### src/rtl/cqPkg.sv
package cqPkg;

  localparam int unsigned QK_IN_POST  = 0;
  localparam int unsigned QK_IN_FREE  = 1;
  localparam int unsigned QK_OUT_POST = 2;
  localparam int unsigned QK_OUT_FREE = 3;

  // Strobes from control to datapath for one cycle.
  typedef struct packed {
    logic loadHead;
    logic bumpHead;
    logic loadTail;
    logic bumpTail;
    logic markProd;
    logic markCons;
  } cqStrobe_t;

  function automatic bit isHwProducer(input int unsigned kind);
    return (kind == QK_IN_POST) || (kind == QK_OUT_FREE);
  endfunction

endpackage

### src/rtl/cqData.sv
module cqData
  import cqPkg::*;
#(
  parameter int unsigned QUEUE_BYTES = 64,
  parameter int unsigned ENTRY_BYTES = 4,
  parameter int unsigned DATA_W      = 32,
  parameter int unsigned PTR_W       = 6
) (
  input  logic              clk,
  input  logic              rstN,
  input  cqStrobe_t         strobe,
  input  logic [DATA_W-1:0] swHeadData,
  input  logic [DATA_W-1:0] swTailData,
  output logic [PTR_W-1:0]  headPtr,
  output logic [PTR_W-1:0]  tailPtr,
  output logic              qEmpty,
  output logic              qFull
);

  localparam logic [PTR_W-1:0] STEP = PTR_W'(ENTRY_BYTES % QUEUE_BYTES);

  logic [PTR_W-1:0] headQ, tailQ, headNext, tailNext;
  logic             lastProdQ;
  logic             ptrsEqual;
  logic             unusedHigh;

  assign unusedHigh = ^{swHeadData, swTailData};

  always_comb begin
    headNext = headQ;
    if (strobe.loadHead)      headNext = swHeadData[PTR_W-1:0];
    else if (strobe.bumpHead) headNext = headQ + STEP;
    tailNext = tailQ;
    if (strobe.loadTail)      tailNext = swTailData[PTR_W-1:0];
    else if (strobe.bumpTail) tailNext = tailQ + STEP;
  end

  always_ff @(posedge clk) begin
    if (!rstN) begin
      headQ     <= '0;
      tailQ     <= '0;
      lastProdQ <= 1'b0;
    end else begin
      headQ <= headNext;
      tailQ <= tailNext;
      if (strobe.markCons)      lastProdQ <= 1'b0;
      else if (strobe.markProd) lastProdQ <= 1'b1;
    end
  end

  assign ptrsEqual = (headQ == tailQ);
  assign qFull     = ptrsEqual & lastProdQ;
  assign qEmpty    = ptrsEqual & ~lastProdQ;
  assign headPtr   = headQ;
  assign tailPtr   = tailQ;

  AST_TIE_NOT_FULL: assert property (@(posedge clk) disable iff (!rstN)
    (strobe.markProd && strobe.markCons) |=> !qFull);
  AST_FULL_FROM_HEAD: assert property (@(posedge clk) disable iff (!rstN)
    (!qFull && !strobe.markProd) |=> !qFull);

endmodule

### src/rtl/cqCtrl.sv
module cqCtrl
  import cqPkg::*;
#(
  parameter int unsigned QKIND = QK_IN_POST
) (
  input  logic      clk,
  input  logic      rstN,
  input  logic      swHeadWe,
  input  logic      swTailWe,
  input  logic      hwAdvance,
  input  logic      prefetchValid,
  input  logic      qEmpty,
  input  logic      qFull,
  output cqStrobe_t strobe,
  output logic      overflow,
  output logic      cpuIrq,
  output logic      hostIrq
);

  localparam bit HW_PROD = isHwProducer(QKIND);

  logic ovfHit;
  logic advTaken;
  logic overflowQ;
  logic unusedStatus;

  assign unusedStatus = ^{qEmpty, qFull};

  generate
    if (HW_PROD) begin : gHwProd
      always_comb begin
        strobe          = '0;
        strobe.loadHead = swHeadWe;
        strobe.bumpHead = hwAdvance & ~swHeadWe & ~qFull;
        strobe.loadTail = swTailWe;
        strobe.markProd = swHeadWe | strobe.bumpHead;
        strobe.markCons = swTailWe;
      end
      assign ovfHit   = hwAdvance & ~swHeadWe & qFull;
      assign advTaken = strobe.bumpHead;

      AST_FULL_HOLDS: assert property (@(posedge clk) disable iff (!rstN)
        (qFull && hwAdvance && !swHeadWe && !swTailWe) |=> (qFull && overflow));
    end else begin : gSwProd
      always_comb begin
        strobe          = '0;
        strobe.loadTail = swTailWe;
        strobe.bumpTail = hwAdvance & ~swTailWe & ~qEmpty;
        strobe.loadHead = swHeadWe;
        strobe.markProd = swHeadWe;
        strobe.markCons = swTailWe | strobe.bumpTail;
      end
      assign ovfHit   = 1'b0;
      assign advTaken = strobe.bumpTail;

      AST_EMPTY_HOLDS: assert property (@(posedge clk) disable iff (!rstN)
        (qEmpty && hwAdvance && !swHeadWe && !swTailWe) |=> qEmpty);
    end
  endgenerate

  always_ff @(posedge clk) begin
    if (!rstN) overflowQ <= 1'b0;
    else if (ovfHit) overflowQ <= 1'b1;
  end
  assign overflow = overflowQ;

  generate
    if (QKIND == QK_IN_POST) begin : gIrqWrite
      logic pulseQ;
      always_ff @(posedge clk) begin
        if (!rstN) pulseQ <= 1'b0;
        else       pulseQ <= advTaken;
      end
      assign cpuIrq = pulseQ;
    end else if (QKIND == QK_OUT_FREE) begin : gIrqFull
      logic fullSeenQ;
      logic unusedAdv;
      assign unusedAdv = advTaken;
      always_ff @(posedge clk) begin
        if (!rstN) fullSeenQ <= 1'b0;
        else       fullSeenQ <= qFull;
      end
      assign cpuIrq = qFull & ~fullSeenQ;

      AST_FULL_IRQ_ONCE: assert property (@(posedge clk) disable iff (!rstN)
        cpuIrq |=> !cpuIrq);
      AST_FULL_IRQ_STATUS: assert property (@(posedge clk) disable iff (!rstN)
        cpuIrq |-> qFull);
    end else begin : gIrqNone
      logic unusedAdv;
      assign unusedAdv = advTaken;
      assign cpuIrq    = 1'b0;
    end
  endgenerate

  assign hostIrq = (QKIND == QK_OUT_POST) ? prefetchValid : 1'b0;

  AST_OVF_STICKY: assert property (@(posedge clk) disable iff (!rstN)
    overflowQ |=> overflowQ);

endmodule

### src/rtl/cqTrack.sv
module cqTrack
  import cqPkg::*;
#(
  parameter int unsigned QKIND       = QK_IN_POST,
  parameter int unsigned QUEUE_BYTES = 64,
  parameter int unsigned ENTRY_BYTES = 4,
  parameter int unsigned DATA_W      = 32,
  parameter int unsigned PTR_W       = $clog2(QUEUE_BYTES)
) (
  input  logic              clk,
  input  logic              rstN,
  input  logic              swHeadWe,
  input  logic [DATA_W-1:0] swHeadData,
  input  logic              swTailWe,
  input  logic [DATA_W-1:0] swTailData,
  input  logic              hwAdvance,
  input  logic              prefetchValid,
  output logic [PTR_W-1:0]  headPtr,
  output logic [PTR_W-1:0]  tailPtr,
  output logic              qEmpty,
  output logic              qFull,
  output logic              overflow,
  output logic              cpuIrq,
  output logic              hostIrq
);

  cqStrobe_t strobe;

  cqCtrl #(.QKIND(QKIND)) uCtrl (
    .clk(clk), .rstN(rstN), .swHeadWe(swHeadWe), .swTailWe(swTailWe),
    .hwAdvance(hwAdvance), .prefetchValid(prefetchValid),
    .qEmpty(qEmpty), .qFull(qFull), .strobe(strobe),
    .overflow(overflow), .cpuIrq(cpuIrq), .hostIrq(hostIrq)
  );

  cqData #(
    .QUEUE_BYTES(QUEUE_BYTES), .ENTRY_BYTES(ENTRY_BYTES),
    .DATA_W(DATA_W), .PTR_W(PTR_W)
  ) uData (
    .clk(clk), .rstN(rstN), .strobe(strobe),
    .swHeadData(swHeadData), .swTailData(swTailData),
    .headPtr(headPtr), .tailPtr(tailPtr), .qEmpty(qEmpty), .qFull(qFull)
  );

  AST_EQUAL_STATUS: assert property (@(posedge clk) disable iff (!rstN)
    (headPtr != tailPtr) |-> (!qEmpty && !qFull));

endmodule

### config.mk
export PLATFORM = sky130hd
export DESIGN_NAME = cqTrack
export DESIGN_NICKNAME = d
export VERILOG_FILES = /design/src/rtl/cqPkg.sv /design/src/rtl/cqData.sv /design/src/rtl/cqCtrl.sv /design/src/rtl/cqTrack.sv
export SDC_FILE = /design/constraint.sdc
export NUM_CORES = 1
export LEC_CHECK = 0
export BUFFER_PORTS_ARGS = -buffer_cell sky130_fd_sc_hd__buf_2
export CAP_MARGIN = 20
export CORE_MARGIN = 2
export CORE_UTILIZATION = 32
export CTS_CLUSTER_DIAMETER = 200
export DETAILED_ROUTE_END_ITERATION = 10
export GPL_ROUTABILITY_DRIVEN = 1
export PLACE_DENSITY = 0.81
export REMOVE_ABC_BUFFERS = 1
export SYNTH_ARGS = -nofsm -noshare
export SYNTH_HDL_FRONTEND = slang
export SYNTH_SLANG_ARGS = --single-unit
### constraint.sdc
create_clock -name clk -period 1.7 [get_ports clk]
set_clock_uncertainty 0.2 [all_clocks]
set_input_delay 0.17 -clock clk [delete_from_list [all_inputs] [get_ports clk]]
set_output_delay 0.17 -clock clk [all_outputs]
set_load 0.05 [all_outputs]
# Word-level counts from Yosys, hierarchy flattened

Index checks and enable logic that the tools add are counted.

Output and inout bits: 17
Logic and storage cells: 21
Register bits: 15
Input bits: 70

Reductions and logical operators: 2
Bitwise logic cells: 10
Muxes and demuxes: 2
Add/sub/neg operators: 1
Equal/unequal tests: 1

Operators with widths:

| kind                                                           | number |
|---|---|
| 6-bit two-way mux                                              | 2 |
| 6-bit by 3-bit adder with 6-bit output (second input constant) | 1 |
| 6-bit == test                                                  | 1 |
| 1-bit bitwise AND                                              | 5 |
| 1-bit NOT                                                      | 4 |
| 2-bit nonzero test                                             | 1 |
| 2-bit OR reduction                                             | 1 |
| 1-bit bitwise OR                                               | 1 |

# Logic depth before layout (Yosys ltp)

Gate-level depths: netlist (run 1).

Depth after elaboration: 6
Mapped depth: 5
Mapped depth without buffers: 5

# Modules after synthesis

Synthesis (run 1) repeated with hierarchy kept, for this count alone.

Cells, all modules: 89
Area total of the unflattened synthesis: 793.3 µm²

By module, submodules not included:

| module | cells an instance | area each (µm²) | seq. area each (µm²) | instances |
|---|---|---|---|---|
| cqData | 73                | 651.9           | 260.2                | 1 |
| cqCtrl | 16                | 141.4           | 40.0                 | 1 |

# Worst setup path before layout (run 1)

No wires, ideal clock.

Kind: flip-flop to output port
Start: reg uData.headQ[3], in the netlist uData.headPtr[3]
End: out qEmpty
Required time: 1.330 ns
Slack: -1.531 ns
Buffers on the path: 0
Arrival time: 2.861 ns
Cell stages (with the launch flop): 4
Cells stage by stage: dfxtp_1 -> xor2_1 -> nor4_4 -> nor4b_1

Cells in the longest elaborated chain, start to end: 2

RTL lines:

| element                | line          | RTL |
|---|---|---|
| start, declared        | cqData.sv:22  | `logic [PTR_W-1:0] headQ, tailQ, headNext, tailNext;` |
| start signal, assigned | cqData.sv:44  | `headQ <= headNext;` |
| 6-bit == test          | cqData.sv:51  | `assign ptrsEqual = (headQ == tailQ);` |
| 1-bit bitwise AND      | cqData.sv:53  | `assign qEmpty = ptrsEqual & ~lastProdQ;` |
| end, declared          | cqTrack.sv:20 | `output logic qEmpty,` |

No other way between the ends.

# Worst setup path after layout (run 1)

Start: reg uData.tailQ[5], in the netlist uData.tailPtr[5]
End: out qEmpty

Cells in the longest elaborated chain, start to end: 2

RTL lines:

| element                | line         | RTL |
|---|---|---|
| start, declared        | cqData.sv:22 |  |
| start signal, assigned | cqData.sv:45 | `tailQ <= tailNext;` |
| 6-bit == test          | cqData.sv:51 |  |
| 1-bit bitwise AND      | cqData.sv:53 |  |

No other way between the ends.

==> metrics, run 1 <==
status complete, but fails checks; failing checks setup timing; count leader, synth dfxtp_1; count of antenna-violating nets left after detailed routing 0; TritonCTS clock tree done; Req. time, crit path 1.33 ns; Layout Nets 199; crit end category primary output; CTS H-tree lvls 1; Total Negative Setup Slacks -0.616 ns; ys async rst share 0%; clk slew on worst S/H paths 0.09 ns; sequential standard cell area 302 um2; synthesized area per cell 10.1 um2; Final WS setup -0.220 ns; Crit Path Category reg -> out; Post-synth EDFFs 0; Leak Pwr 0.593 nW; Num CTS Buffers 3; post-synth top area cell dfxtp_1; global-route wire length before repair 2550 um; Syn Inst Count 71; Multi-input gate area 434 um2; die span in y 51.3 um; Area Overhead vs Synth 65.9%; Final Hold Viols 0; initial DRC count 6; worst min-delay path category in -> reg; post-synth cell types 24; Seq/Total Area, Yosys 42.0%; routed len/inst 10.5 um; Commonest cells post-synth dfxtp_1 (15), mux2i_1 (9), nor2b_1 (8); worst skew pair latency 0.28 ns; pwr dens 757 nW/um2; CP max FO 2; layout cells sized above 1 45.7%; Rows 17; Max clock buf depth 2; dpl hpwl 1170 um; hold_ws 0.0106 ns; GP Congestion 0.715; max-cap violations 0; placed inst area 956 um2; Core Region 2170 um2; total grt overflow 0; Ports 87; drt total wl 1630 um; DIE WIDTH 51.3 um; Final min period 1.92 ns; Fillers 199; drt via density 4.35; initial antenna violation count 0; flip-flop and latch count after synthesis 15; peak supply drop 0.000373 V; # diodes 0; Synth Cell Area 716 um2; post-route cell area 1190 um2; Non-Filler Instances 155; RSZ-0062 raised after global routing true; DRT Pass-1 Iters 4; I/O Buffers 32; number of global-route vias before repair 656; critical path data arrival time 1.55 ns; CP startpoint kind flop; period utilization 113%; synth warn 0; final setup fails 6; Synth Flop Type dfxtp_1; largest net degree at the start of global routing 16; gr usage total 13.1%; Fmax achieved 0.521 GHz; max-slew violation count 0; clock sinks 15; Die ar. 2630 um2; top cell type's share of synthesized area 42.0%; Starting Density 33.0%; pre-CTS WS -0.123 ns; CTS Root Cell clkbuf_4; drt drc 0; Placed Cells 136; Synth area leaders dfxtp_1 (42%), mux2i_1 (13%), xor2_1 (7.3%); DR vias 675
flip-flops by register name (all words and copies together), names as in the netlist:
register	flops
uCtrl.cpuIrq	1
uCtrl.overflow	1
uData.lastProdQ	1
uData.headPtr	6
uData.tailPtr	6
metrics by stage:
step                total power [mW]  util, %
floorplan                      0.564        -
global placement               0.639     44.1
detailed placement             0.644     44.1
CTS                            0.894     52.9
global route                   0.938     54.7
finish                         0.899     54.7
cells by family (layout without fill, tap and decap cells):
family / count (synthesis) / in the layout / share of synthesized area (%)
XOR/XNOR: 8 / 8 / 9.79
AND/OR/NAND/NOR: 19 / 19 / 19.6
adder cells (fa/ha/maj): 1 / 1 / 1.75
multiplexers: 9 / 9 / 12.6
other: 1 / 1 / 0.524
buffers and inverters: 6 / 62 / 3.67
flip-flops: 15 / 15 / 42.0
AO/OA/AOI/OAI: 12 / 12 / 10.1
worst max-delay path: stages, from the launching register on:
cell and delay, ns:
dfxtp_2 0.33, xor2_1 0.18, nor4_4 0.31, nor4b_4 0.25
buf_6 0.19
power by group:
| group | internal (mW) | switching, mW |
|---|---|---|
| Combinational | 0.129 | 0.171 |
| Sequential | 0.373 | 0.0207 |
| Clock | 0.0912 | 0.114 |
metal layers:
metal / share of wire [%] / vias up / global-route usage [%]
met1: 42 / 296 / 13.9
met3: 5.5 / 5 / 1.75
met4: 2.6 / 0 / 9.21
met2: 50 / 22 / 23.6
met5: 0 / - / 0
li1: - / 352 / -
what timing repair did:
| item | CTS | global route |
|---|---|---|
| setup endpoints to repair | 2 | 7 |
| cloned | 0 | 0 |
| hold buffers | 12 | 0 |
| setup buffers | 3 | 0 |
| gates resized for setup | 6 | 8 |
| endpoints found under the hold margin | 12 | 0 |
| pin swaps | 3 | 1 |
worst paths after layout:
check,startpoint,end,slack [ns],cells past startpoint
setup reg to reg,uData.headPtr[2]$_SDFFE_PN0P_,uData.headPtr[3]$_SDFFE_PN0P_,-0.10,6
setup / recovery,uData.tailPtr[5]$_SDFFE_PN0P_,qEmpty,-0.22,4
hold / removal,swTailWe,uData.lastProdQ$_SDFFE_PP0P_,0.01,2
hold reg to reg,uCtrl.overflow$_SDFFE_PN0P_,uCtrl.overflow$_SDFFE_PN0P_,0.28,1
cells in the final DEF, fill, tap and decap left out, types with 2 or more instances in the layout:
cell type / instances
mux2i_1: 9
xor2_1: 4
buf_2: 30
and3_2: 2
inv_1: 2
nor2b_1: 8
o21ai_0: 4
xor2_2: 2
a21oi_1: 4
buf_4: 11
dfxtp_1: 14
clkbuf_4: 3
dlygate4sd3_1: 12
nor3b_2: 2
xnor2_1: 2
layout make-up:
type,count,area share [%]
tap,28,2.95
timing repair buffer,55,31.9
multi-input combinational,50,36.6
sequential,15,25.4
clock buffer,4,2.21
inverter,3,0.948
Note: power is estimated with default switching activity, not from simulation.
==> run 2: changes to the inputs <==
Settings changed: ABC_CLOCK_PERIOD_IN_PS set to 1700, SETUP_SLACK_MARGIN set to 0.5.
==> run 2 against run 1 <==
Net effect: the run still ends with setup timing left; hold slack improved by 0.0093 ns; sequential power about the same; total power increased by 5.5%; die area unchanged; sequential share of layout area decreased by 1.2 points; combinational power increased by 15%; critical path type unchanged; largest power group unchanged; highest routed layer unchanged.
==> metrics, run 2 (synthesis results as in run 1) <==
Final WS setup -0.236 ns (-0.0155 ns); pwr dens 703 nW/um2 (-7.1%); Fillers 180 (-9.5%); CP startpoint kind flop; layout cells sized above 1 53.9% (+8.2 points); count of antenna-violating nets left after detailed routing 0 (unchanged); Req. time, crit path 1.33 ns (about the same); worst min-delay path category in -> reg; gr usage total 15.3% (+2.2 points); Pint 634 uW (+6.9%); TritonCTS clock tree done; Reg power frac 41.9% (-1.9 points); Core Region 2170 um2 (unchanged); largest net degree at the start of global routing 16 (unchanged); Total Negative Setup Slacks -0.511 ns (+0.105 ns); Final min period 1.94 ns (+0.0155 ns); clock sinks 15 (unchanged); drt total wl 1830 um (+12%); total grt overflow 0 (unchanged); routed len/inst 11.7 um (+12%); Net Switching 314 uW (+2.7%); initial antenna violation count 0 (unchanged); drt drc 0 (unchanged); Final Hold Viols 0 (unchanged); die span in y 51.3 um (unchanged); worst skew pair latency 0.28 ns (about the same); number of global-route vias before repair 716 (+9.1%); Fmax achieved 0.517 GHz (-0.80%); Placed Cells 136 (unchanged); I/O Buffers 32 (unchanged); CTS H-tree lvls 1 (unchanged); Area Overhead vs Synth 88.3%; max-cap violations 0 (unchanged); clk slew on worst S/H paths 0.09 ns (about the same); CP max FO 2 (unchanged); placed inst area 956 um2 (unchanged); Multi-input gate area 410 um2 (-5.5%); RSZ-0062 raised after global routing true; GP Congestion 0.715 (unchanged); status complete, but fails checks; max-slew violation count 0 (unchanged); Crit Path Category reg -> out; peak supply drop 0.000387 V (+3.8%); CTS Root Cell clkbuf_4; Layout Nets 200 (+0.50%); Leak Pwr 0.634 nW (+6.9%); Rows 17 (unchanged); Die ar. 2630 um2 (unchanged); combinational share of power 36.4% (+3.1 points); critical path data arrival time 1.57 ns (+0.02 ns); most frequent cells in the layout buf_2 (16), buf_8 (13), dlygate4sd3_1 (12); Max clock buf depth 2 (unchanged); hold_ws 0.0199 ns (+0.00931 ns); DRT Pass-1 Iters 4 (unchanged); drt via density 4.47 (+2.6%); DR vias 697 (+3.3%); sequential standard cell area 327 um2 (+8.3%); final setup fails 5 (-1); Clk pwr share 21.7% (-1.1 points); post-route cell area 1350 um2 (+13%); dpl hpwl 1170 um (unchanged); global-route wire length before repair 3000 um (+18%); crit end category primary output; most common cell after layout, fill and taps aside buf_2; Non-Filler Instances 156 (+0.65%); period utilization 114% (+0.91 points); failing checks setup timing; DIE WIDTH 51.3 um (unchanged); initial DRC count 6 (unchanged); Num CTS Buffers 3 (unchanged); # diodes 0 (unchanged); Design Power 948 uW (+5.5%); Starting Density 33.0% (unchanged); Ports 87 (unchanged); sw frac 33.1% (-0.90 points)
==> run 2: area by class of cell <==
type | instances | share of cell area, %
repair buffers | 56 | 39.9
well taps | 28 | 2.60
flip-flops and latches | 15 | 24.2
clock buffers | 4 | 1.95
multi-input cells | 50 | 30.5
inverters | 3 | 0.836
==> run 2: per-layer routing <==
| metal | routed length (um) | GRT usage, % | share of wire, % | vias to the layer above |
|---|---|---|---|---|
| met2 | 951 | 27.1 | 52 | 21 |
| met3 | 87 | 2.05 | 4.8 | 4 |
| met4 | 38 | 9.21 | 2.1 | 0 |
| met5 | 0 | 0 | 0 | - |
| li1 | - | - | - | 355 |
| met1 | 751 | 17.3 | 41 | 317 |
==> run 2: worst paths after layout <==
| path | from | endpoint | slack [ns] | cells past startpoint |
|---|---|---|---|---|
| hold / removal | rstN | uCtrl.overflow$_SDFFE_PN0P_ | 0.02 | 2 |
| setup / recovery | uData.tailPtr[5]$_SDFFE_PN0P_ | qEmpty | -0.24 | 4 |
| setup reg to reg | uData.headPtr[2]$_SDFFE_PN0P_ | uData.headPtr[3]$_SDFFE_PN0P_ | -0.05 | 6 |
| hold reg to reg | uCtrl.overflow$_SDFFE_PN0P_ | uCtrl.overflow$_SDFFE_PN0P_ | 0.28 | 1 |
==> run 2: repair_timing <==
item	4_1_cts	5_1_grt
pin swaps	4	0
cloned	0	0
hold buffers	12	0
endpoints found under the setup margin	22	21
resized for setup	65	7
setup buffers	4	0
endpoints found under the hold margin	12	0
==> run 2: critical path, cell delays in order, from the launching register on <==
cell     delay [ns]
dfxtp_2        0.33
xor2_1         0.18
nor4_4         0.30
nor4b_2        0.24
buf_4          0.24
==> run 2: metrics by stage <==
step                worst slack [ns]  utilization (%)
detailed placement            -0.123             44.1
floorplan                      -1.53                -
global placement              -0.147             44.1
CTS                           -0.260             61.3
finish                        -0.236             62.1
global route                  -0.322             62.1
==> run 2: power by group through the flow <==
stage / Clock (mW) / Sequential [mW] / Combinational [mW]
after floorplan: 0 / 0.469 / 0.0947
after global placement: 0 / 0.398 / 0.241
after detailed placement: 0 / 0.399 / 0.245
after CTS: 0.214 / 0.397 / 0.340
after global routing: 0.225 / 0.400 / 0.365
final: 0.206 / 0.397 / 0.345
